[config.mk]
export PLATFORM = sky130hd
export DESIGN_NAME = waypred_cache
export DESIGN_NICKNAME = d
export VERILOG_FILES = /design/src/rtl/wpc_pkg.sv /design/src/rtl/wpc_way_match.sv /design/src/rtl/wpc_victim_sel.sv /design/src/rtl/waypred_cache.sv
export SDC_FILE = /design/constraint.sdc
export NUM_CORES = 1
export LEC_CHECK = 0
export BUFFER_PORTS_ARGS = -buffer_cell sky130_fd_sc_hd__buf_2
export CAP_MARGIN = 30
export CORE_MARGIN = 5
export CORE_UTILIZATION = 53
export CTS_CLUSTER_SIZE = 10
export DETAILED_ROUTE_END_ITERATION = 8
export PLACE_DENSITY = 0.69
export SLEW_MARGIN = 20
export SYNTH_ARGS = -nofsm -noshare
export SYNTH_HDL_FRONTEND = slang
export SYNTH_SLANG_ARGS = --single-unit
[constraint.sdc]
create_clock -name clk -period 10.2 [get_ports clk]
set_input_delay 3.06 -clock clk [delete_from_list [all_inputs] [get_ports clk]]
set_output_delay 3.06 -clock clk [all_outputs]
set_load 0.02 [all_outputs]
[src/rtl/wpc_pkg.sv]
package wpc_pkg;

    localparam int WPC_WAYS  = 4;
    localparam int WPC_WAY_W = 2;

    typedef enum logic [1:0] {
        ST_IDLE  = 2'd0,
        ST_PROBE = 2'd1,
        ST_SCAN  = 2'd2
    } cstate_e;

    // Move the tree bits {leaf_hi, leaf_lo, root} away from a used way.
    function automatic logic [2:0] plru_touch(input logic [2:0] bits, input logic [1:0] way);
        logic [2:0] r;
        r = bits;
        if (way[1] == 1'b0) begin
            r[0] = 1'b1;
            r[1] = ~way[0];
        end else begin
            r[0] = 1'b0;
            r[2] = ~way[0];
        end
        return r;
    endfunction

    function automatic logic [1:0] onehot_index(input logic [WPC_WAYS-1:0] vec);
        logic [1:0] r;
        r = '0;
        for (int i = 0; i < WPC_WAYS; i++) begin
            if (vec[i]) r = i[1:0];
        end
        return r;
    endfunction

endpackage

[src/rtl/wpc_way_match.sv]
module wpc_way_match #(
    parameter int TAG_W = 12,
    parameter int WAYS  = 4
) (
    input  logic [WAYS-1:0]            line_valid,
    input  logic [WAYS-1:0][TAG_W-1:0] line_tag,
    input  logic [TAG_W-1:0]           look_tag,
    input  logic [WAYS-1:0]            skip,
    output logic [WAYS-1:0]            match
);
    for (genvar w = 0; w < WAYS; w++) begin : g_cmp
        assign match[w] = line_valid[w] && !skip[w] && (line_tag[w] == look_tag);
    end
endmodule

[src/rtl/wpc_victim_sel.sv]
module wpc_victim_sel
    import wpc_pkg::*;
(
    input  logic [WPC_WAYS-1:0] line_valid,
    input  logic [2:0]          tree,
    output logic [1:0]          victim
);
    logic [1:0] free_way;
    logic       has_free;
    logic [1:0] lru_way;

    always_comb begin
        free_way = '0;
        has_free = 1'b0;
        for (int i = WPC_WAYS - 1; i >= 0; i--) begin
            if (!line_valid[i]) begin
                free_way = i[1:0];
                has_free = 1'b1;
            end
        end
        lru_way = tree[0] ? {1'b1, tree[2]} : {1'b0, tree[1]};
        victim  = has_free ? free_way : lru_way;
    end
endmodule

[src/rtl/waypred_cache.sv]
module waypred_cache
    import wpc_pkg::*;
#(
    parameter int ADDR_W = 16,
    parameter int DATA_W = 32,
    parameter int SETS   = 4
) (
    input  logic              clk,
    input  logic              rst_n,
    input  logic              req_valid,
    input  logic [ADDR_W-1:0] req_addr,
    output logic              req_ready,
    input  logic              fill_valid,
    input  logic [ADDR_W-1:0] fill_addr,
    input  logic [DATA_W-1:0] fill_data,
    output logic              fill_ready,
    output logic              resp_valid,
    output logic              resp_hit,
    output logic              resp_mispredict,
    output logic [DATA_W-1:0] resp_data
);
    localparam int OFF_W = $clog2(DATA_W / 8);
    localparam int SET_W = $clog2(SETS);
    localparam int TAG_W = ADDR_W - SET_W - OFF_W;

    typedef struct packed {
        cstate_e                                         st;
        logic [ADDR_W-1:0]                               addr;
        logic [SETS-1:0][WPC_WAYS-1:0]                   vld;
        logic [SETS-1:0][WPC_WAYS-1:0][TAG_W-1:0]        tag;
        logic [SETS-1:0][WPC_WAYS-1:0][DATA_W-1:0]       dat;
        logic [SETS-1:0][WPC_WAY_W-1:0]                  pred;
        logic [SETS-1:0][2:0]                            plru;
    } cache_state_t;

    cache_state_t s_q, s_d;

    logic [SET_W-1:0]    req_set_q, fill_set, cmp_set;
    logic [TAG_W-1:0]    req_tag_q, fill_tag, cmp_tag;
    logic [WPC_WAYS-1:0] skip_vec, match_vec;
    logic [1:0]          guess_q, victim_way;
    logic                probe_hit;

    assign req_set_q = s_q.addr[OFF_W +: SET_W];
    assign req_tag_q = s_q.addr[ADDR_W-1 -: TAG_W];
    assign fill_set  = fill_addr[OFF_W +: SET_W];
    assign fill_tag  = fill_addr[ADDR_W-1 -: TAG_W];
    assign guess_q   = s_q.pred[req_set_q];

    // The idle cycle shares the comparators with the fill path; the scan cycle uses them for the request.
    assign cmp_set  = (s_q.st == ST_IDLE) ? fill_set : req_set_q;
    assign cmp_tag  = (s_q.st == ST_IDLE) ? fill_tag : req_tag_q;
    assign skip_vec = (s_q.st == ST_SCAN) ? (WPC_WAYS'(1) << guess_q) : '0;

    // Single comparator of the probe cycle.
    assign probe_hit = s_q.vld[req_set_q][guess_q] && (s_q.tag[req_set_q][guess_q] == req_tag_q);

    wpc_way_match #(.TAG_W(TAG_W), .WAYS(WPC_WAYS)) u_match (
        .line_valid (s_q.vld[cmp_set]),
        .line_tag   (s_q.tag[cmp_set]),
        .look_tag   (cmp_tag),
        .skip       (skip_vec),
        .match      (match_vec)
    );

    wpc_victim_sel u_victim (
        .line_valid (s_q.vld[fill_set]),
        .tree       (s_q.plru[fill_set]),
        .victim     (victim_way)
    );

    assign req_ready  = (s_q.st == ST_IDLE) && !fill_valid;
    assign fill_ready = (s_q.st == ST_IDLE);

    always_comb begin
        logic [1:0] way;
        s_d             = s_q;
        resp_valid      = 1'b0;
        resp_hit        = 1'b0;
        resp_mispredict = 1'b0;
        resp_data       = '0;
        way             = '0;
        case (s_q.st)
            ST_IDLE: begin
                if (fill_valid) begin
                    way = (|match_vec) ? onehot_index(match_vec) : victim_way;
                    s_d.vld[fill_set][way]  = 1'b1;
                    s_d.tag[fill_set][way]  = fill_tag;
                    s_d.dat[fill_set][way]  = fill_data;
                    s_d.pred[fill_set]      = way;
                    s_d.plru[fill_set]      = plru_touch(s_q.plru[fill_set], way);
                end else if (req_valid) begin
                    s_d.addr = req_addr;
                    s_d.st   = ST_PROBE;
                end
            end
            ST_PROBE: begin
                if (probe_hit) begin
                    resp_valid          = 1'b1;
                    resp_hit            = 1'b1;
                    resp_data           = s_q.dat[req_set_q][guess_q];
                    s_d.plru[req_set_q] = plru_touch(s_q.plru[req_set_q], guess_q);
                    s_d.st              = ST_IDLE;
                end else begin
                    s_d.st = ST_SCAN;
                end
            end
            ST_SCAN: begin
                resp_valid = 1'b1;
                s_d.st     = ST_IDLE;
                if (|match_vec) begin
                    way                 = onehot_index(match_vec);
                    resp_hit            = 1'b1;
                    resp_mispredict     = 1'b1;
                    resp_data           = s_q.dat[req_set_q][way];
                    s_d.pred[req_set_q] = way;
                    s_d.plru[req_set_q] = plru_touch(s_q.plru[req_set_q], way);
                end
            end
            default: s_d.st = ST_IDLE;
        endcase
    end

    always_ff @(posedge clk or negedge rst_n) begin
        if (!rst_n) s_q <= '0;
        else        s_q <= s_d;
    end

    // a result is shown for one cycle only
    a_r12_resp_single: assert property (@(posedge clk) disable iff (!rst_n)
        resp_valid |=> !resp_valid);

    // accepting a lookup closes both input ports for the next cycle
    a_r12_busy_after_accept: assert property (@(posedge clk) disable iff (!rst_n)
        (req_valid && req_ready) |=> (!req_ready && !fill_ready));

    // a mispredict flag only accompanies a hit result
    a_r4_mispredict_is_hit: assert property (@(posedge clk) disable iff (!rst_n)
        resp_mispredict |-> (resp_valid && resp_hit));

    // fills never create two ways with the same tag in a set
    a_r10_no_dup_tag: assert property (@(posedge clk) disable iff (!rst_n)
        (s_q.st == ST_SCAN) |-> $onehot0(match_vec));

    // a fill offered during a lookup leaves the arrays untouched
    a_r11_fill_ignored_busy: assert property (@(posedge clk) disable iff (!rst_n)
        (fill_valid && (s_q.st != ST_IDLE)) |=> $stable(s_q.vld) && $stable(s_q.dat));

    // a miss result carries no data
    a_r5_miss_no_data: assert property (@(posedge clk) disable iff (!rst_n)
        (resp_valid && !resp_hit) |-> (resp_data == '0 && !resp_mispredict));

endmodule

==> impl_results.md, run 1 <==
* Status: finished, final reports clean
* Post-CTS setup buffers at 0
* Post-synthesis cell type count at 78
* Largest net degree at the start of global routing at 189
* Hold crit path type: reg -> reg
* Initial core utilization at 0.5368
* Via Count at 24790
* Port bufs at 100
* Syn Nets at 2809
* Final worst path period share at 0.9881
* GPL Wtd Cong at 0.9993
* Global-route wire length before repair at 164700 µm
* Per-cell routed wire length at 28.19 µm
* Dpl cell area at 40780 µm²
* CTS sink cnt at 756
* Grt ovf at 0
* Routed Antenna Nets at 0
* Worst Tran Pin Value at 1073 ps
* WS Path Type: in -> out
* Pwr per Cell Area at 342.9 nW/µm²
* Mapped Area at 39290 µm²
* Unrepaired setup endpoints after global routing: false
* Sequential share of power at 0.349
* CP Data Required Time at 7140 ps
* Area grow syn2layout at 10.72%
* Number of synthesized flops with an enable pin at 0
* Most frequent cell after synthesis: dfrtp_1
* Top FF cell, synth: dfrtp_1
* Worst-Skew Late Latency at 660 ps
* Reg area at 18930 µm²
* Seq/Total Area, Yosys at 0.4815
* PostCTS Resize Cnt at 0
* Avg Cell Area, Syn at 14.36 µm²
* # IOs at 105
* Clk_skew at 36.61 ps
* Internal at 9.611 mW
* Final worst slack at 121.6 ps
* Synth cell count leaders: 756 x dfrtp_1, 749 x mux2_2, 226 x mux4_2
* Finished Core Util at 0.5943
* CTS tree: yes
* Starting DRT DRC Count at 2109
* Post-route cell area at 43510 µm²
* P_sw at 5.306 mW
* Initial antenna violation count at 5
* Sw Ratio at 0.3557
* Tmin final at 10080 ps
* Vias in the first global route at 26350
* Clk pin slew, worst setup/hold paths at 50 ps
* Yosys reg bits at 756
* Leak at 19.44 nW
* Clock Path Buffers at 3
* Top post-synthesis cells by area: dfrtp_1 48%, mux2_2 21%, mux4_2 13%, mux2i_1 4.3%, xnor2_1 1.5%
* Critical path fanouts, max at 32
* Synth top area share at 0.4815
* Die ar. at 79680 µm²
* Share of cells above drive strength 1 at 0.4667
* VDD IR max at 0.2504 mV
* Core area at 73210 µm²
* Synth area leader: dfrtp_1
* Number of remaining DRC errors at 0
* WP data arrival at 7020 ps
* Final setup fails at 0
* Combinational share of power at 0.459
* Root Driver: clkbuf_16
* Synth Instances at 2737
* Slew HR at 0.2850
* Vias per cell at 6.601
* Die X at 282.3 µm
* Multi-input logic area at 19290 µm²
* GRT Overall Usage at 0.2698
* Setup slack at placement at 177.3 ps
* CP Capture Type: output pin
* H-tree levels at 3
* TritonCTS buffer count at 88
* Fraction of registers with async set/reset at 1.000
* Worst Setup Start Kind: input port
* Final hold vios at 0
* Total power at 14.92 mW
* Final WL at 105800 µm
* Clock power frac at 0.192
* Fin. max-slew vios at 0
* Drt pass-1 iters at 8
* Synth warn at 0
* Post-CTS Hold Fix Bufs at 0
* # fillers at 5610
* DPL Wire Length at 62510 µm
* Max-cap violations at 0
* Row cnt at 99
* Final TNS setup at 0 ps
* Die H at 282.3 µm
* F_max at 99.22 MHz
* Final-stage net count at 2840
-- cell families (layout without fill, tap and decap cells) --
| group | after synthesis | in the layout | share of synthesized area |
|---|---|---|---|
| other | 0 | 2 | 0 |
| buffers and inverters | 247 | 304 | 0.03111 |
| flip-flops | 756 | 756 | 0.4815 |
| multiplexers | 1162 | 1162 | 0.3933 |
| adder cells (fa/ha/maj) | 4 | 4 | 0.001274 |
| AO/OA/AOI/OAI | 228 | 228 | 0.03996 |
| AND/OR/NAND/NOR | 255 | 255 | 0.03391 |
| XOR/XNOR | 85 | 85 | 0.01895 |
-- worst max-delay path: stages --
cell and delay [ps]:
buf_2 130, mux2i_2 630, buf_4 380, nand4_1 250
a2111oi_0 600, nand4_1 330, nand2_1 210, nor2_1 80
a211o_1 330, buf_12 190, o21ai_0 490, buf_2 270
-- sequential cells by signal, summed over array words and instances (netlist names) --
| name | count |
|---|---|
| req_set_q | 2 |
| req_tag_q | 12 |
| s_q | 742 |
-- layout make-up --
cell class / instances / share of cell area
Multi-Input combinational cell: 1734 / 0.4433
Sequential cell: 756 / 0.4350
Clock buffer: 109 / 0.05547
Timing Repair Buffer: 176 / 0.03457
Tap cell: 959 / 0.02758
Clock inverter: 7 / 0.002962
Inverter: 12 / 0.001035
Antenna cell: 2 / 0.0001150
-- layer usage --
| layer | routed length [µm] | global-route usage | up-vias | share of wire |
|---|---|---|---|---|
| li1 | - | - | 10370 | - |
| met4 | 3197 | 0.07545 | 4 | 0.030 |
| met2 | 51270 | 0.4423 | 922 | 0.48 |
| met3 | 7336 | 0.05315 | 227 | 0.069 |
| met1 | 44020 | 0.3734 | 13270 | 0.42 |
| met5 | 21 | 0 | - | 0.00020 |
-- through the flow --
stage                     std cells  hold slack, ps
final                          3755           484.8
after global placement         3621           463.0
after detailed placement       3630           468.7
after floorplan                2737           452.4
after global routing           3753           493.3
after CTS                      3746           480.9
-- worst paths after layout --
check | from | to | slack [ps] | cells past startpoint
worst max-delay path | fill_addr[2] | resp_data[11] | 120 | 12
worst min-delay path | s_q[280] | s_q[280] | 480 | 1
worst max register to register | req_set_q[0] | s_q[20] | 3930 | 13
worst min register to register | s_q[280] | s_q[280] | 480 | 1
max in group asynchronous | rst_n | s_q[545] | 6360 | 2
min in group asynchronous | rst_n | req_tag_q[9] | 2360 | 1
-- placed cells by master, fill, tap and decap left out, types with 6 or more instances in the layout --
cell type	synthesis	layout
nor3_1	13	13
a21o_1	10	10
o22ai_1	9	9
o21ai_0	57	57
mux4_2	226	224
nor2_1	50	49
buf_4	13	47
nand4_1	13	13
inv_1	10	10
o31ai_1	6	6
and2_1	9	8
mux2i_2	8	10
or2_2	7	7
buf_12	0	18
nand2_1	60	60
a22oi_1	33	33
xnor2_1	66	66
a21oi_1	27	27
nor2b_1	8	8
nor3b_1	6	6
nand2b_1	23	20
a41oi_1	7	7
mux2i_1	167	165
clkbuf_1	106	10
xor2_1	19	19
buf_2	73	99
a22o_1	10	10
buf_16	0	10
mux2_2	749	748
a31oi_1	6	6
nand3_1	36	35
dfrtp_1	756	754
mux2_1	10	10
o211ai_1	8	8
clkbuf_16	0	90
clkbuf_8	0	9
-- power by group through the flow --
| stage | Combinational (mW) | Sequential (mW) | Clock, mW |
|---|---|---|---|
| 2_1_floorplan | 5.27 | 4.89 | 0 |
| 6_report | 6.84 | 5.20 | 2.87 |
| 5_1_grt | 7.30 | 5.36 | 3.05 |
| 3_3_place_gp | 6.59 | 5.08 | 0 |
| 4_1_cts | 6.80 | 5.17 | 2.92 |
| 3_5_place_dp | 6.77 | 5.23 | 0 |
No activity file was read; power rests on OpenSTA's default activity.
==> inputs of run 2 (changes only) <==
clock period = 12.2 ns   (was 10.2 ns; I/O delays follow)
==> run 2 against run 1 <==
Clock skew up 2.3 ps. Cell count about the same. Critical path depth down 2. Wire length is 2.3% higher. Die area unchanged. Utilization fell by 0.17 points. Total power fell by 16%. Critical path type unchanged. Critical endpoint is now resp_data[5].
==> impl_results.md, run 2 (synthesis results as in run 1) <==
* Final TNS setup at 0 ps
* GPL Wtd Cong at 0.9624
* Worst hold margin at 482.1 ps
* PostCTS Resize Cnt at 0
* Clock Path Buffers at 3
* Critical path depth at 10
* Per-cell routed wire length at 28.86 µm
* TritonCTS buffer count at 88
* Hold crit path type: reg -> reg
* Slew HR at 0.3363
* Post-route cell area at 43380 µm²
* Final WL at 108300 µm
* H-tree levels at 3
* Top cell by count, worst path: buf_2
* Vias in the first global route at 26340
* Critical path fanouts, max at 36
* DPL Wire Length at 65150 µm
* Most common library cell in the layout ignoring fill and taps: dfrtp_1
* Die X at 282.3 µm
* Top delay family on crit path: compound AO/OA/AOI/OAI gates
* WP data arrival at 7850 ps
* Final-stage net count at 2835
* Dpl cell area at 40750 µm²
* CTS sink cnt at 756
* Routed Antenna Nets at 0
* Most flop-heavy register: s_q
* Initial antenna violation count at 6
* CP Data Required Time at 8540 ps
* Final hold vios at 0
* Worst Setup EP: resp_data[5]
* Unrepaired setup endpoints after global routing: false
* Vias per cell at 6.585
* Starting DRT DRC Count at 2038
* VDD IR max at 0.1661 mV
* # fillers at 5562
* Fin. max-slew vios at 0
* Area grow syn2layout at 10.41%
* R2R depth at 11
* Grt ovf at 0
* Status: finished, final reports clean
* CP startpoint: fill_addr[2]
* Tmin final at 11510 ps
* Worst Setup Start Kind: input port
* Reg area at 18930 µm²
* Drt pass-1 iters at 6
* Share of cells above drive strength 1 at 0.4631
* Global-route wire length before repair at 166600 µm
* Post-CTS setup buffers at 0
* Max FFs per register at 742
* CP bufs+invs at 3
* Core area at 73210 µm²
* Die ar. at 79680 µm²
* CTS tree: yes
* # IOs at 105
* Max incr delay on CP at 870 ps
* Worst Tran Pin Value at 995.5 ps
* Leak at 19.38 nW
* Clk_skew at 38.88 ps
* Root Driver: clkbuf_16
* Final setup fails at 0
* Critical path's slowest cell: a2111oi_1
* Pwr per Cell Area at 287.2 nW/µm²
* Most frequent cells in the layout: 754 x dfrtp_1, 748 x mux2_2, 224 x mux4_2
* Post-CTS Hold Fix Bufs at 0
* Port bufs at 100
* Multi-input logic area at 19270 µm²
* F_max at 86.88 MHz
* Clk pin slew, worst setup/hold paths at 60 ps
* Setup slack at placement at 877.6 ps
* GRT Overall Usage at 0.2746
* Final worst slack at 689.2 ps
* Worst R2R End: s_q[306]
* Number of remaining DRC errors at 0
* CP Capture Type: output pin
* Worst-Skew Late Latency at 650 ps
* Reg-to-Reg Start: req_set_q[0]
* Row cnt at 99
* WS Path Type: in -> out
* Initial core utilization at 0.5368
* Max-cap violations at 0
* Cells along the critical path: buf_2 > mux2_4 > mux4_2 > xnor2_1 > a2111oi_1 > nand2_1 > a211o_1 > buf_12 > o21ai_0 > buf_2
* Via Count at 24710
* Die H at 282.3 µm
* Final worst path period share at 0.9435
* Largest net degree at the start of global routing at 180
* R2R setup slack at 5140 ps
## run 2: changes by cell type in the layout (fill, tap and decap cells not counted), moves of 2 or more
cell,previous run,this run
clkbuf_1,10,18
clkbuf_8,9,2
buf_12,18,12
buf_16,10,12
buf_4,47,45
## run 2: how the worst min path moves through the flow
stage / startpoint / end / slack [ps] / cells after the start
finish: s_q[279] / s_q[279] / 480 / 1
global route: s_q[280] / s_q[280] / 500 / 1
CTS: s_q[280] / s_q[280] / 480 / 1
detailed placement: s_q[279] / s_q[279] / 470 / 1
global placement: s_q[281] / s_q[281] / 460 / 1
floorplan: s_q[279] / s_q[279] / 450 / 1
## run 2: power breakdown
| part | leakage (nW) | switching, mW | internal [mW] |
|---|---|---|---|
| sequential | 9.64 | 0.805 | 3.64 |
| combinational | 8.52 | 2.64 | 2.99 |
| clock | 1.22 | 1.02 | 1.36 |
## run 2: cell type report
type | count | area share
clock inverter | 9 | 0.003547
multi-input combinational | 1734 | 0.4442
antenna | 2 | 0.0001154
inverter | 12 | 0.001038
timing repair buffer | 171 | 0.03308
sequential | 756 | 0.4362
tap | 959 | 0.02766
clock buffer | 110 | 0.05411
## run 2: through the flow
stage	util	power, mW	std cells
2_1_floorplan	-	8.498	2737
3_3_place_gp	0.5525	9.736	3614
3_5_place_dp	0.5566	10.03	3626
4_1_cts	0.5908	12.46	3745
5_1_grt	0.5925	13.11	3751
6_report	0.5926	12.46	3753
## run 2: worst reg2reg max path: cells and delay by family (launching register included)
kind | cells | cell delay [ps]
mux | 3 | 1920
simple gates | 3 | 1420
buf+inv | 2 | 1310
compound gates | 2 | 1090
flops | 1 | 1000
xor+xnor | 1 | 200
## run 2: routing by layer
layer	up-vias	GRT usage	wire, µm
met5	-	0	39
met4	6	0.09232	3802
met3	249	0.05480	7000
met2	909	0.4464	52350
met1	13190	0.3762	45110
li1	10360	-	-
==> inputs of run 3 (changes only) <==
PLACE_DENSITY = 0.72   (was 0.69)
==> run 3 against run 2 <==
Total power up 0.33%. Non-clock buffer count shrank 4. Final area barely moved. Utilization is essentially flat. Largest power group unchanged. Highest routed layer unchanged.
==> impl_results.md, run 3 (synthesis results as in run 1) <==
* Hold depth at 1
* Die X at 282.3 µm
* Clk_skew at 27.39 ps
* Critical path fanouts, max at 32
* Final TNS setup at 0 ps
* Number of remaining DRC errors at 0
* Core area at 73210 µm²
* R2R depth at 12
* Setup slack at placement at 705.6 ps
* # IOs at 105
* Final worst slack at 559.8 ps
* Most common library cell in the layout ignoring fill and taps: dfrtp_1
* Status: finished, final reports clean
* Worst R2R End: s_q[567]
* Reg-to-Reg Start: req_set_q[0]
* Total power at 12.50 mW
* Max-cap violations at 0
* Hold crit path type: reg -> reg
* R2R setup slack at 5380 ps
* Most frequent cells in the layout: 754 x dfrtp_1, 748 x mux2_2, 224 x mux4_2
* Per-cell routed wire length at 29.12 µm
* Row cnt at 99
* Clock Path Buffers at 3
* GRT Overall Usage at 0.2763
* Share of cells above drive strength 1 at 0.4633
* Final setup fails at 0
* Leak at 19.36 nW
* Global-route wire length before repair at 166800 µm
* Die H at 282.3 µm
* Max FFs per register at 742
* Worst hold margin at 498.3 ps
* Post-CTS Hold Fix Bufs at 0
* DPL Wire Length at 65090 µm
* WS Path Type: in -> out
* Clk pin slew, worst setup/hold paths at 50 ps
* Starting DRT DRC Count at 2319
* Via Count at 24800
* CP Capture Type: output pin
* CTS sink cnt at 756
* Hold Path Origin: s_q[485]
* Worst-Skew Late Latency at 650 ps
* Unrepaired setup endpoints after global routing: false
* TritonCTS buffer count at 89
* CP Data Required Time at 8540 ps
* Dpl cells at 3626
* Vias per cell at 6.606
* CTS tree: yes
* Dpl cell area at 40730 µm²
* Area grow syn2layout at 10.40%
* Largest net degree at the start of global routing at 200
* Die ar. at 79680 µm²
* Initial core utilization at 0.5368
* Initial antenna violation count at 10
* Routed Antenna Nets at 0
* Slew HR at 0.2862
* Pwr per Cell Area at 288.1 nW/µm²
* Tmin final at 11640 ps
* Final WL at 109300 µm
* WP data arrival at 7980 ps
* GPL Wtd Cong at 0.9163
* Worst Tran Pin Value at 1071 ps
* PostCTS Resize Cnt at 0
* Grt ovf at 0
* Finished Core Util at 0.5926
* H-tree levels at 3
* Worst Setup Start Kind: input port
* Drt pass-1 iters at 6
* Final worst path period share at 0.9541
* Root Driver: clkbuf_16
* Vias in the first global route at 26400
* Final hold vios at 0
* Port bufs at 100
* Post-CTS setup buffers at 0
* VDD IR max at 0.1768 mV
* Final-stage net count at 2832
* Fin. max-slew vios at 0
* Hold path endpoint: s_q[485]
* F_max at 85.91 MHz
* Post-route cell area at 43380 µm²
* Post-Layout Cell Count at 3754
* Most flop-heavy register: s_q
run 3: worst max-delay path: stages:
cell,delay [ps]
buf_2,100
mux2_4,600
buf_12,270
mux2i_1,110
xnor2_1,480
mux2i_1,140
nor4_1,550
nand3_1,340
nand2_1,200
nor2_1,90
a211o_1,330
buf_12,200
o21ai_0,550
buf_2,280
run 3: layout make-up:
| class | count | area [µm²] |
|---|---|---|
| fillers | 5581 | 29820 |
| multi-input cells | 1734 | 19270 |
| flip-flops and latches | 756 | 18930 |
| clock buffers | 112 | 2385 |
| repair buffers | 167 | 1348 |
| well taps | 959 | 1200 |
| clock inverters | 10 | 197.7 |
| inverters | 12 | 45.04 |
| diodes | 4 | 10.01 |
run 3: worst max path at each step:
| stage | end | slack (ps) | cells past startpoint | startpoint |
|---|---|---|---|---|
| global placement | resp_data[5] | 710 | 14 | fill_addr[3] |
| global route | resp_data[5] | 480 | 14 | fill_addr[3] |
| CTS | resp_data[5] | 680 | 14 | fill_addr[3] |
| floorplan | resp_data[0] | 1810 | 14 | fill_addr[2] |
| finish | resp_data[5] | 560 | 14 | fill_addr[3] |
| detailed placement | resp_data[5] | 710 | 14 | fill_addr[3] |
run 3: routing by layer:
layer / wire length, µm / GRT usage / up-vias / part of all wire
met2: 52950 / 0.4492 / 1003 / 0.48
met4: 3214 / 0.08332 / 8 / 0.029
met1: 45480 / 0.3831 / 13220 / 0.42
li1: - / - / 10340 / -
met3: 7598 / 0.05423 / 232 / 0.070
met5: 55 / 0 / - / 0.00050
run 3: power by group:
part | leakage [nW] | switching (mW) | internal [mW] | total (mW)
Clock | 1.25 | 1.02 | 1.40 | 2.42
Combinational | 8.47 | 2.70 | 2.97 | 5.67
Sequential | 9.64 | 0.762 | 3.64 | 4.40
Total | 19.4 | 4.48 | 8.02 | 12.5
